[src/rtl/strip_seq_pkg.sv]
package strip_seq_pkg;

    // Controller states of the strip sequencer
    typedef enum logic [1:0] {
        SQ_IDLE   = 2'd0,
        SQ_ISSUE  = 2'd1,
        SQ_FINISH = 2'd2
    } sq_state_e;

endpackage

[src/rtl/strip_plan.sv]
// Splits an element count into the opening strip length and the number of
// full strips still to follow it.
module strip_plan #(
    parameter int CNT_W  = 16,
    parameter int MAX_VL = 64,
    parameter int LEN_W  = $clog2(MAX_VL + 1)
) (
    input  logic [CNT_W-1:0] total,
    output logic [LEN_W-1:0] first_len,
    output logic [CNT_W-1:0] full_after,
    output logic             empty
);

    localparam logic [CNT_W-1:0] MAX_C = CNT_W'(MAX_VL);
    localparam logic [LEN_W-1:0] MAX_L = LEN_W'(MAX_VL);

    logic [CNT_W-1:0] rem;
    logic [CNT_W-1:0] quo;

    always_comb begin
        rem   = total % MAX_C;
        quo   = total / MAX_C;
        empty = (total == '0);
        if (rem != '0) begin
            first_len  = LEN_W'(rem);
            full_after = quo;
        end else begin
            // exact multiple: skip the empty remainder strip
            first_len  = MAX_L;
            full_after = empty ? '0 : quo - CNT_W'(1);
        end
    end

endmodule

[src/rtl/strip_cursor.sv]
// Holds the strip being presented and the count of full strips left.
module strip_cursor #(
    parameter int CNT_W  = 16,
    parameter int MAX_VL = 64,
    parameter int LEN_W  = $clog2(MAX_VL + 1)
) (
    input  logic             clk,
    input  logic             rst_n,
    input  logic             load,
    input  logic [LEN_W-1:0] first_len,
    input  logic [CNT_W-1:0] full_after,
    input  logic             step,
    output logic [LEN_W-1:0] len,
    output logic [CNT_W-1:0] base,
    output logic             last
);

    localparam logic [LEN_W-1:0] MAX_L = LEN_W'(MAX_VL);

    logic [LEN_W-1:0] len_q;
    logic [CNT_W-1:0] base_q;
    logic [CNT_W-1:0] left_q;

    always_ff @(posedge clk) begin
        if (!rst_n) begin
            len_q  <= '0;
            base_q <= '0;
            left_q <= '0;
        end else if (load) begin
            len_q  <= first_len;
            base_q <= '0;
            left_q <= full_after;
        end else if (step && (left_q != '0)) begin
            base_q <= base_q + CNT_W'(len_q);
            len_q  <= MAX_L;
            left_q <= left_q - CNT_W'(1);
        end
    end

    assign len  = len_q;
    assign base = base_q;
    assign last = (left_q == '0);

endmodule

[src/rtl/strip_sequencer.sv]
module strip_sequencer #(
    parameter int CNT_W  = 16,
    parameter int MAX_VL = 64,
    parameter int LEN_W  = $clog2(MAX_VL + 1)
) (
    input  logic             clk,
    input  logic             rst_n,
    input  logic             start_i,
    input  logic [CNT_W-1:0] total_i,
    output logic             strip_valid_o,
    input  logic             strip_ready_i,
    output logic [LEN_W-1:0] strip_len_o,
    output logic [CNT_W-1:0] strip_base_o,
    output logic             done_o
);

    import strip_seq_pkg::*;

    sq_state_e        state_q, state_d;
    logic [LEN_W-1:0] plan_len;
    logic [CNT_W-1:0] plan_after;
    logic             plan_empty;
    logic             cur_last;
    logic             load;
    logic             step;

    strip_plan #(.CNT_W(CNT_W), .MAX_VL(MAX_VL), .LEN_W(LEN_W)) u_plan (
        .total      (total_i),
        .first_len  (plan_len),
        .full_after (plan_after),
        .empty      (plan_empty)
    );

    strip_cursor #(.CNT_W(CNT_W), .MAX_VL(MAX_VL), .LEN_W(LEN_W)) u_cursor (
        .clk        (clk),
        .rst_n      (rst_n),
        .load       (load),
        .first_len  (plan_len),
        .full_after (plan_after),
        .step       (step),
        .len        (strip_len_o),
        .base       (strip_base_o),
        .last       (cur_last)
    );

    // State register
    always_ff @(posedge clk) begin
        if (!rst_n) state_q <= SQ_IDLE;
        else        state_q <= state_d;
    end

    // Next state
    always_comb begin
        state_d = state_q;
        unique case (state_q)
            SQ_IDLE: begin
                if (start_i) state_d = plan_empty ? SQ_FINISH : SQ_ISSUE; // T_EMPTY / T_LAUNCH
            end
            SQ_ISSUE: begin
                if (strip_ready_i && cur_last) state_d = SQ_FINISH;       // T_LAST
            end
            SQ_FINISH: state_d = SQ_IDLE;                                 // T_RETIRE
            default:   state_d = SQ_IDLE;
        endcase
    end

    // Outputs and cursor controls
    always_comb begin
        strip_valid_o = 1'b0;
        done_o        = 1'b0;
        load          = 1'b0;
        unique case (state_q)
            SQ_IDLE:   load          = start_i && !plan_empty;
            SQ_ISSUE:  strip_valid_o = 1'b1;
            SQ_FINISH: done_o        = 1'b1;
            default:   ;
        endcase
    end

    assign step = strip_valid_o && strip_ready_i;

    // Assertions
    AST_LEN_RANGE: assert property (@(posedge clk) disable iff (!rst_n)
        strip_valid_o |-> (strip_len_o != '0) && (strip_len_o <= LEN_W'(MAX_VL)));
    AST_HOLD_STRIP: assert property (@(posedge clk) disable iff (!rst_n)
        (strip_valid_o && !strip_ready_i) |=>
            (strip_valid_o && $stable(strip_len_o) && $stable(strip_base_o)));
    AST_FIRST_AT_ZERO: assert property (@(posedge clk) disable iff (!rst_n)
        $rose(strip_valid_o) |-> (strip_base_o == '0));
    AST_LATER_FULL: assert property (@(posedge clk) disable iff (!rst_n)
        (strip_valid_o && strip_ready_i) |=> (!strip_valid_o || (strip_len_o == LEN_W'(MAX_VL))));
    AST_BASE_ADVANCE: assert property (@(posedge clk) disable iff (!rst_n)
        (strip_valid_o && strip_ready_i) |=>
            (!strip_valid_o || (strip_base_o == $past(strip_base_o) + CNT_W'($past(strip_len_o)))));
    AST_DONE_PULSE: assert property (@(posedge clk) disable iff (!rst_n)
        done_o |=> !done_o);
    AST_DONE_EXCL: assert property (@(posedge clk) disable iff (!rst_n)
        !(done_o && strip_valid_o));
    AST_EMPTY_JOB: assert property (@(posedge clk) disable iff (!rst_n)
        (!strip_valid_o && !done_o && start_i && (total_i == '0)) |=> (done_o && !strip_valid_o));

endmodule

[config.mk]
export PLATFORM = sky130hd
export DESIGN_NAME = strip_sequencer
export DESIGN_NICKNAME = d
export VERILOG_FILES = /design/src/rtl/strip_seq_pkg.sv /design/src/rtl/strip_plan.sv /design/src/rtl/strip_cursor.sv /design/src/rtl/strip_sequencer.sv
export SDC_FILE = /design/constraint.sdc
export NUM_CORES = 1
export LEC_CHECK = 0
export ABC_AREA = 1
export CORE_ASPECT_RATIO = 0.6
export CORE_MARGIN = 1
export CORE_UTILIZATION = 50
export DETAILED_ROUTE_END_ITERATION = 16
export PLACE_DENSITY = 0.74
export SKIP_CTS_REPAIR_TIMING = 1
export SYNTH_ARGS = -nofsm -noshare
export SYNTH_HDL_FRONTEND = slang
export SYNTH_HIERARCHICAL = 1
export SYNTH_SLANG_ARGS = --single-unit
[constraint.sdc]
create_clock -name clk -period 3.25 [get_ports clk]
set_clock_uncertainty 0.05 [all_clocks]
set_input_delay 0.4875 -clock clk [delete_from_list [all_inputs] [get_ports clk]]
set_output_delay 0.4875 -clock clk [all_outputs]
set_load 0.005 [all_outputs]
==> results of run 1 <==
## power by group
group | internal (mW) | switching, mW | total, mW
clock | 0.224 | 0.182 | 0.405
sequential | 0.539 | 0.0444 | 0.584
combinational | 0.193 | 0.313 | 0.506
total | 0.956 | 0.539 | 1.50
## tightest hold or removal path, delay by kind of cell, from the launching register on
| family | cells | cell delay [ns] |
|---|---|---|
| compound gates | 1 | 0.05 |
| flops | 1 | 0.33 |
| buf+inv | 1 | 0.05 |
## sequential cells by signal (all words and copies together) (netlist names)
register and cells:
state_q 2, u_cursor/left_q 16, u_cursor/len 7, u_cursor/base 16
## metal layers
metal / routed length [microns] / global-route usage [%] / vias to the layer above / share of wire (%)
met1: 4071 / 41.13 / 1436 / 52
li1: - / - / 1636 / -
met4: 36 / 4.401 / 0 / 0.46
met2: 2970 / 35.18 / 145 / 38
met5: 0 / 0 / - / 0
met3: 715 / 5.817 / 6 / 9.2
## worst paths after layout
kind	startpoint	end	slack [ns]	cells past startpoint
min reg2reg	u_cursor/base[10]	u_cursor/base[10]	0.42	2
min	u_cursor/base[10]	u_cursor/base[10]	0.42	2
max reg2reg	u_cursor/left_q[0]	u_cursor/left_q[10]	1.27	10
max	total_i[10]	u_cursor/left_q[10]	0.56	14
## cell type report
type	count	area (sq um)	share of cell area [%]
Clock buffer	5	68.82	1.904
Timing Repair Buffer	46	455.4	12.60
Multi-Input combinational cell	379	1902	52.61
Tap cell	80	100.1	2.769
Sequential cell	41	820.8	22.71
Inverter	61	232.7	6.438
Clock inverter	2	35.03	0.9692
## layout by cell type, fill, tap and decap left out, drive strengths merged, types with 7 or more instances in the layout
cell | synthesis | final
nand2 | 146 | 146
nand4 | 9 | 9
nor2 | 103 | 103
nand3 | 30 | 30
xnor2 | 7 | 7
inv | 60 | 60
dfxtp | 41 | 41
a21oi | 30 | 30
ha | 10 | 10
clkdlybuf4s50 | 0 | 44
o21ai | 25 | 25
## cell families (layout without fill, tap and decap cells)
family                     count (synthesis)  in the layout
adders and majority gates                 11             11
and+or+nand+nor                          299            299
DFF                                       41             41
buffers and inverters                     82            114
AOI/OAI and AO/OA                         59             59
xor gates and xnor gates                  10             10
## through the flow
step	util (%)	power [mW]	instance area (sq um)	cells
after floorplan	-	0.9561	3089	502
after global placement	61.01	1.080	3511	607
after detailed placement	61.01	1.087	3511	607
after CTS	62.82	1.498	3615	614
after global routing	62.82	1.594	3615	614
final	62.82	1.495	3615	614
==> metrics.log, run 1 <==
INFO  metric die_width = 103.5 microns
INFO  metric yosysTopAreaCellShare = 26.57%
INFO  metric worst-endpoint-arrival = 2.83 ns
INFO  metric tritoncts = built
INFO  metric power_density = 413.7 nW/um^2
INFO  metric post_synth_mux_area_share = 0%
INFO  metric fin_crit = 2.694 ns
INFO  metric maximum_number_of_pins_on_one_net_before_global_route_repair = 28
INFO  metric via_cell_ratio = 5.249
INFO  metric setup.worst_path.start_class = input pin
INFO  metric floorplan.initialDensity = 53.69%
INFO  metric synth_fa_ha_area_share = 4.698%
INFO  metric core = 5754 sq um
INFO  metric hold_violations = 0
INFO  metric post-place-ws = 0.2998 ns
INFO  metric syn_area = 3089 sq um
INFO  metric vertical_extent_of_the_die = 62.89 microns
INFO  metric ir_drop = 0.2164 mV
INFO  metric worst_path_dominant_cell_family = buffers and inverters
INFO  metric flow.area_growth_from_synthesis = 17.01%
INFO  metric num_antenna_cells = 0
INFO  metric hold_ws = 0.4226 ns
INFO  metric fmax = 0.3712 GHz
INFO  metric crit_fanout = 16
INFO  metric floorplan.die_area = 6507 sq um
INFO  metric bufs_and_invs_on_worst_path = 6
INFO  metric synth-seq-area-share = 26.57%
INFO  metric worst_case_clock_buffer_depth = 2
INFO  metric timing.critical_path.cells = clkdlybuf4s50_1 -> nor2_1 -> nand2_1 -> inv_2 -> nand4_4 -> inv_1 -> nor2_2 -> nand2_1 -> inv_1 -> inv_2 -> nand2_4 -> clkinv_2 -> o21ai_0 -> nor2_1
INFO  metric dp_hpwl = 5945 microns
INFO  metric pin_count = 45
INFO  metric maxCapViolCount = 0
INFO  metric cts_made_buffers = 5
INFO  metric yosysWarningCount = 6
INFO  metric grt_pass1_wl = 13250 microns
INFO  metric gp_congestion = 0.9730
INFO  metric cts_htree_levels = 2
INFO  metric clk_pin_slew = 0.08 ns
INFO  metric timing.final.crit_share = 82.90%
INFO  metric synth.lib_cells_used.distinct = 38
INFO  metric placementRows = 21
INFO  metric number_of_synthesized_flops_with_an_enable_pin = 0
INFO  metric synth_xor_area_share = 2.835%
INFO  metric criticalPathCategory = in -> reg
INFO  metric ant_nets = 0
INFO  metric number_of_global_route_vias_before_repair = 2806
INFO  metric worst_slew_pin_slew = 0.5256 ns
INFO  metric detailedRoute.firstPassIterationCount = 5
INFO  metric library_cell_with_the_largest_summed_area_after_synthesis = sky130_fd_sc_hd__dfxtp_1
INFO  metric syn-num-nets = 533
INFO  metric report.final.setup_viol = 0
INFO  metric synth-async-reset-ratio = 0%
INFO  metric cell_with_the_largest_stage_delay_on_the_worst_path = sky130_fd_sc_hd__clkdlybuf4s50_1
INFO  metric detail_route.drc_violations = 0
INFO  metric netlist_instances = 502
INFO  metric place.port_buffers = 44
INFO  metric max_stage_delay = 0.53 ns
INFO  metric ys_top_cells_by_count = sky130_fd_sc_hd__nand2_1 (142), sky130_fd_sc_hd__nor2_1 (89), sky130_fd_sc_hd__inv_1 (54)
INFO  metric outcome = complete, no violations
INFO  metric setup_tns = 0 ns
INFO  metric route.vias.total = 3223
INFO  metric compound_cell_area_share_of_the_yosys_netlist = 11.14%
INFO  metric average_wire_length_per_cell_after_detail_routing = 12.69 microns
INFO  metric post_route_cells_drive_above_1_share = 8.989%
INFO  metric finalWorstSetupSlack = 0.5559 ns
INFO  metric holdCritPathClass = reg -> reg
INFO  metric detail_route.iter0.violations = 276
INFO  metric initial_antenna_violation_count = 0
INFO  metric finish.net_count = 565
INFO  metric crit_required = 3.39 ns
INFO  metric post-synth-top-count-cell = sky130_fd_sc_hd__nand2_1
INFO  metric ys_ff_latch = 41
INFO  metric relSlewSlack = 64.83%
INFO  metric clock_latency = 0.29 ns
INFO  metric global_route.overflow_total = 0
INFO  metric count_of_final_max_slew_check_failures = 0
INFO  metric postSynthAreaPerCell = 6.154 sq um
INFO  metric grt_util_overall = 25.98%
INFO  metric clock_tree.root_cell = sky130_fd_sc_hd__clkbuf_8
INFO  metric post_synth_and_or_nand_nor_area_fraction = 42.89%
INFO  metric cell_types_occupying_the_most_area_after_synthesis = sky130_fd_sc_hd__dfxtp_1 (27%), sky130_fd_sc_hd__nand2_1 (17%), sky130_fd_sc_hd__nor2_1 (11%), sky130_fd_sc_hd__inv_1 (6.6%), sky130_fd_sc_hd__nand3_1 (4.7%)
INFO  metric fillers = 530
INFO  metric unrepaired_setup_endpoints_after_global_routing = no
INFO  metric main_combinational_cell_family_by_area_after_synthesis = simple AND/OR/NAND/NOR gates
INFO  metric reported_leakage_power = 1.675 nW
INFO  metric capturing_element_type_of_the_critical_path = flop
INFO  metric num_clock_sinks = 41
INFO  metric synth_top_flop_cell = sky130_fd_sc_hd__dfxtp_1
INFO  metric routed_wl = 7793 microns
Power figures use the tool's default switching activity.
==> run 2, diff against run 1 <==
clock period = 2.5 ns   (was 3.25 ns; I/O delays follow)
==> metrics.log, run 2 (synthesis results as in run 1) <==
INFO  metric power_switching_share = 36.05%
INFO  metric holdCritPathClass = reg -> reg
INFO  metric crit_required = 2.65 ns
INFO  metric layout_common_cells = sky130_fd_sc_hd__nand2_1 (142), sky130_fd_sc_hd__nor2_1 (89), sky130_fd_sc_hd__inv_1 (54), sky130_fd_sc_hd__clkdlybuf4s50_1 (44), sky130_fd_sc_hd__dfxtp_1 (41)
INFO  metric grtUsageMet3 = 6.264%
INFO  metric detailedRoute.firstPassIterationCount = 4
INFO  metric num_antenna_cells = 0
INFO  metric die_width = 103.5 microns
INFO  metric crit_fanout = 14
INFO  metric relSlewSlack = 73.96%
INFO  metric post_route_cells_drive_above_1_share = 11.78%
INFO  metric crit_end = u_cursor/left_q[10]
INFO  metric num_clock_sinks = 41
INFO  metric layout.area.seq = 820.8 sq um
INFO  metric place.port_buffers = 44
INFO  metric finish.cell_count_without_fillers = 632
INFO  metric setup.worst_path.start_class = input pin
INFO  metric cellInternalPower = 1.298 mW
INFO  metric floorplan.die_area = 6507 sq um
INFO  metric cts_made_buffers = 5
INFO  metric via_cell_ratio = 5.231
INFO  metric cts_htree_levels = 2
INFO  metric globalRoute.busiestLayer = met1
INFO  metric outcome = complete, no violations
INFO  metric timing.critical_path.from = total_i[10]
INFO  metric reported_leakage_power = 1.762 nW
INFO  metric ant_nets = 0
INFO  metric reg2reg_to = state_q[1]
INFO  metric fin_crit = 2.254 ns
INFO  metric power.share.sequential = 37.5%
INFO  metric post-place-ws = -0.008214 ns
INFO  metric clock_latency = 0.30 ns
INFO  metric p_switching = 0.7318 mW
INFO  metric reg2reg_slack = 0.54 ns
INFO  metric worst_slew_pin_slew = 0.3870 ns
INFO  metric ir_drop = 0.3180 mV
INFO  metric timing.final.crit_share = 90.17%
INFO  metric unrepaired_setup_endpoints_after_global_routing = no
INFO  metric report.final.setup_viol = 0
INFO  metric grt_util_overall = 28.93%
INFO  metric combinational_share_of_power = 34.5%
INFO  metric worst_case_clock_buffer_depth = 2
INFO  metric setup_tns = 0 ns
INFO  metric count_of_final_max_slew_check_failures = 0
INFO  metric initial_antenna_violation_count = 0
INFO  metric finish.net_count = 582
INFO  metric capturing_element_type_of_the_critical_path = flop
INFO  metric worst-endpoint-arrival = 2.41 ns
INFO  metric criticalPathCategory = in -> reg
INFO  metric global_route.overflow_total = 0
INFO  metric multiInputGateArea = 1902 sq um
INFO  metric number_of_global_route_vias_before_repair = 3030
INFO  metric r2r_cells = 10
INFO  metric timing.critical_path.cells = clkdlybuf4s50_1 -> nor2_1 -> nand2_1 -> inv_2 -> nand4_4 -> inv_1 -> nor2_2 -> nand2_1 -> inv_1 -> inv_2 -> buf_4 -> nand3_1 -> o21ai_0 -> nor2_1
INFO  metric clock_tree.root_cell = sky130_fd_sc_hd__clkbuf_8
INFO  metric power_density = 540.7 nW/um^2
INFO  metric gp_congestion = 0.9342
INFO  metric route.vias.total = 3306
INFO  metric finalWorstSetupSlack = 0.2457 ns
INFO  metric power_frac_clock = 28.0%
INFO  metric max_stage_delay = 0.47 ns
INFO  metric maxCapViolCount = 0
INFO  metric fmax = 0.4436 GHz
INFO  metric core = 5754 sq um
INFO  metric flow.area_growth_from_synthesis = 21.55%
INFO  metric grt_pass1_wl = 14410 microns
INFO  metric placementRows = 21
INFO  metric layout.cells.most_common = sky130_fd_sc_hd__nand2_1
INFO  metric post-layout-total-power = 2.030 mW
INFO  metric fillers = 540
INFO  metric dp_hpwl = 6654 microns
INFO  metric reg2reg_from = u_cursor/left_q[0]
INFO  metric floorplan.initialDensity = 53.69%
INFO  metric hold_violations = 0
INFO  metric detail_route.iter0.violations = 325
INFO  metric maximum_number_of_pins_on_one_net_before_global_route_repair = 28
INFO  metric tritoncts = built
INFO  metric pin_count = 45
INFO  metric vertical_extent_of_the_die = 62.89 microns
INFO  metric dp.cells = 624
INFO  metric average_wire_length_per_cell_after_detail_routing = 13.53 microns
INFO  metric clk_pin_slew = 0.08 ns
INFO  metric globalRouteMet1Util = 45.23%
INFO  metric detail_route.drc_violations = 0
INFO  metric routed_wl = 8551 microns
INFO  metric cell_with_the_largest_stage_delay_on_the_worst_path = sky130_fd_sc_hd__clkdlybuf4s50_1
INFO  metric gr-usage-met2 = 39.57%
[run 2: cell types whose count changed in the layout (fill, tap and decap cells not counted)]
cell | previous run | this run
sky130_fd_sc_hd__clkbuf_1 | 0 | 1
sky130_fd_sc_hd__clkbuf_8 | 5 | 6
sky130_fd_sc_hd__buf_4 | 2 | 19
sky130_fd_sc_hd__clkinv_2 | 2 | 1
[run 2: routing by layer]
metal | vias up | routed length [microns]
li1 | 1670 | -
met1 | 1475 | 4291
met2 | 156 | 3202
met3 | 5 | 1004
met4 | 0 | 53
met5 | - | 0
[run 2: power groups by stage]
stage | sequential [mW] | combinational, mW | clock, mW
3_3_place_gp | 0.774 | 0.667 | 0
6_report | 0.761 | 0.701 | 0.568
3_5_place_dp | 0.774 | 0.677 | 0
4_1_cts | 0.759 | 0.685 | 0.576
2_1_floorplan | 0.757 | 0.486 | 0
5_1_grt | 0.767 | 0.776 | 0.594
[run 2: cell type report]
class / count / share of cell area, %
multi-input combinational: 379 / 50.65
sequential: 41 / 21.86
timing repair buffer: 63 / 15.53
inverter: 61 / 6.198
tap: 80 / 2.666
clock buffer: 7 / 2.299
clock inverter: 1 / 0.7997
[run 2: worst min-delay path by stage]
stage	startpoint	end	slack [ns]	cells past startpoint
finish	u_cursor/base[10]	u_cursor/base[10]	0.42	2
global route	u_cursor/base[10]	u_cursor/base[10]	0.47	2
CTS	u_cursor/base[10]	u_cursor/base[10]	0.42	2
detailed placement	u_cursor/base[10]	u_cursor/base[10]	0.41	2
global placement	u_cursor/base[10]	u_cursor/base[10]	0.40	2
floorplan	u_cursor/base[10]	u_cursor/base[10]	0.40	2
[run 2: per-stage QoR]
stage	util (%)	cell area (sq um)	hold WS [ns]
floorplan	-	3089	0.4047
global placement	63.23	3638	0.4010
detailed placement	63.23	3638	0.4054
CTS	65.25	3755	0.4184
global route	65.25	3755	0.4720
finish	65.25	3755	0.4167
[run 2: critical path: cells and delay by family]
family          cells  cell delay, ns
compound gates      1            0.19
buf+inv             6            1.04
simple gates        7            0.78
==> run 3, diff against run 2 <==
CAP_MARGIN = 5   (was unset)
==> results of run 3 <==
The final DEF is identical to that of run 2; final timing and power are the same.
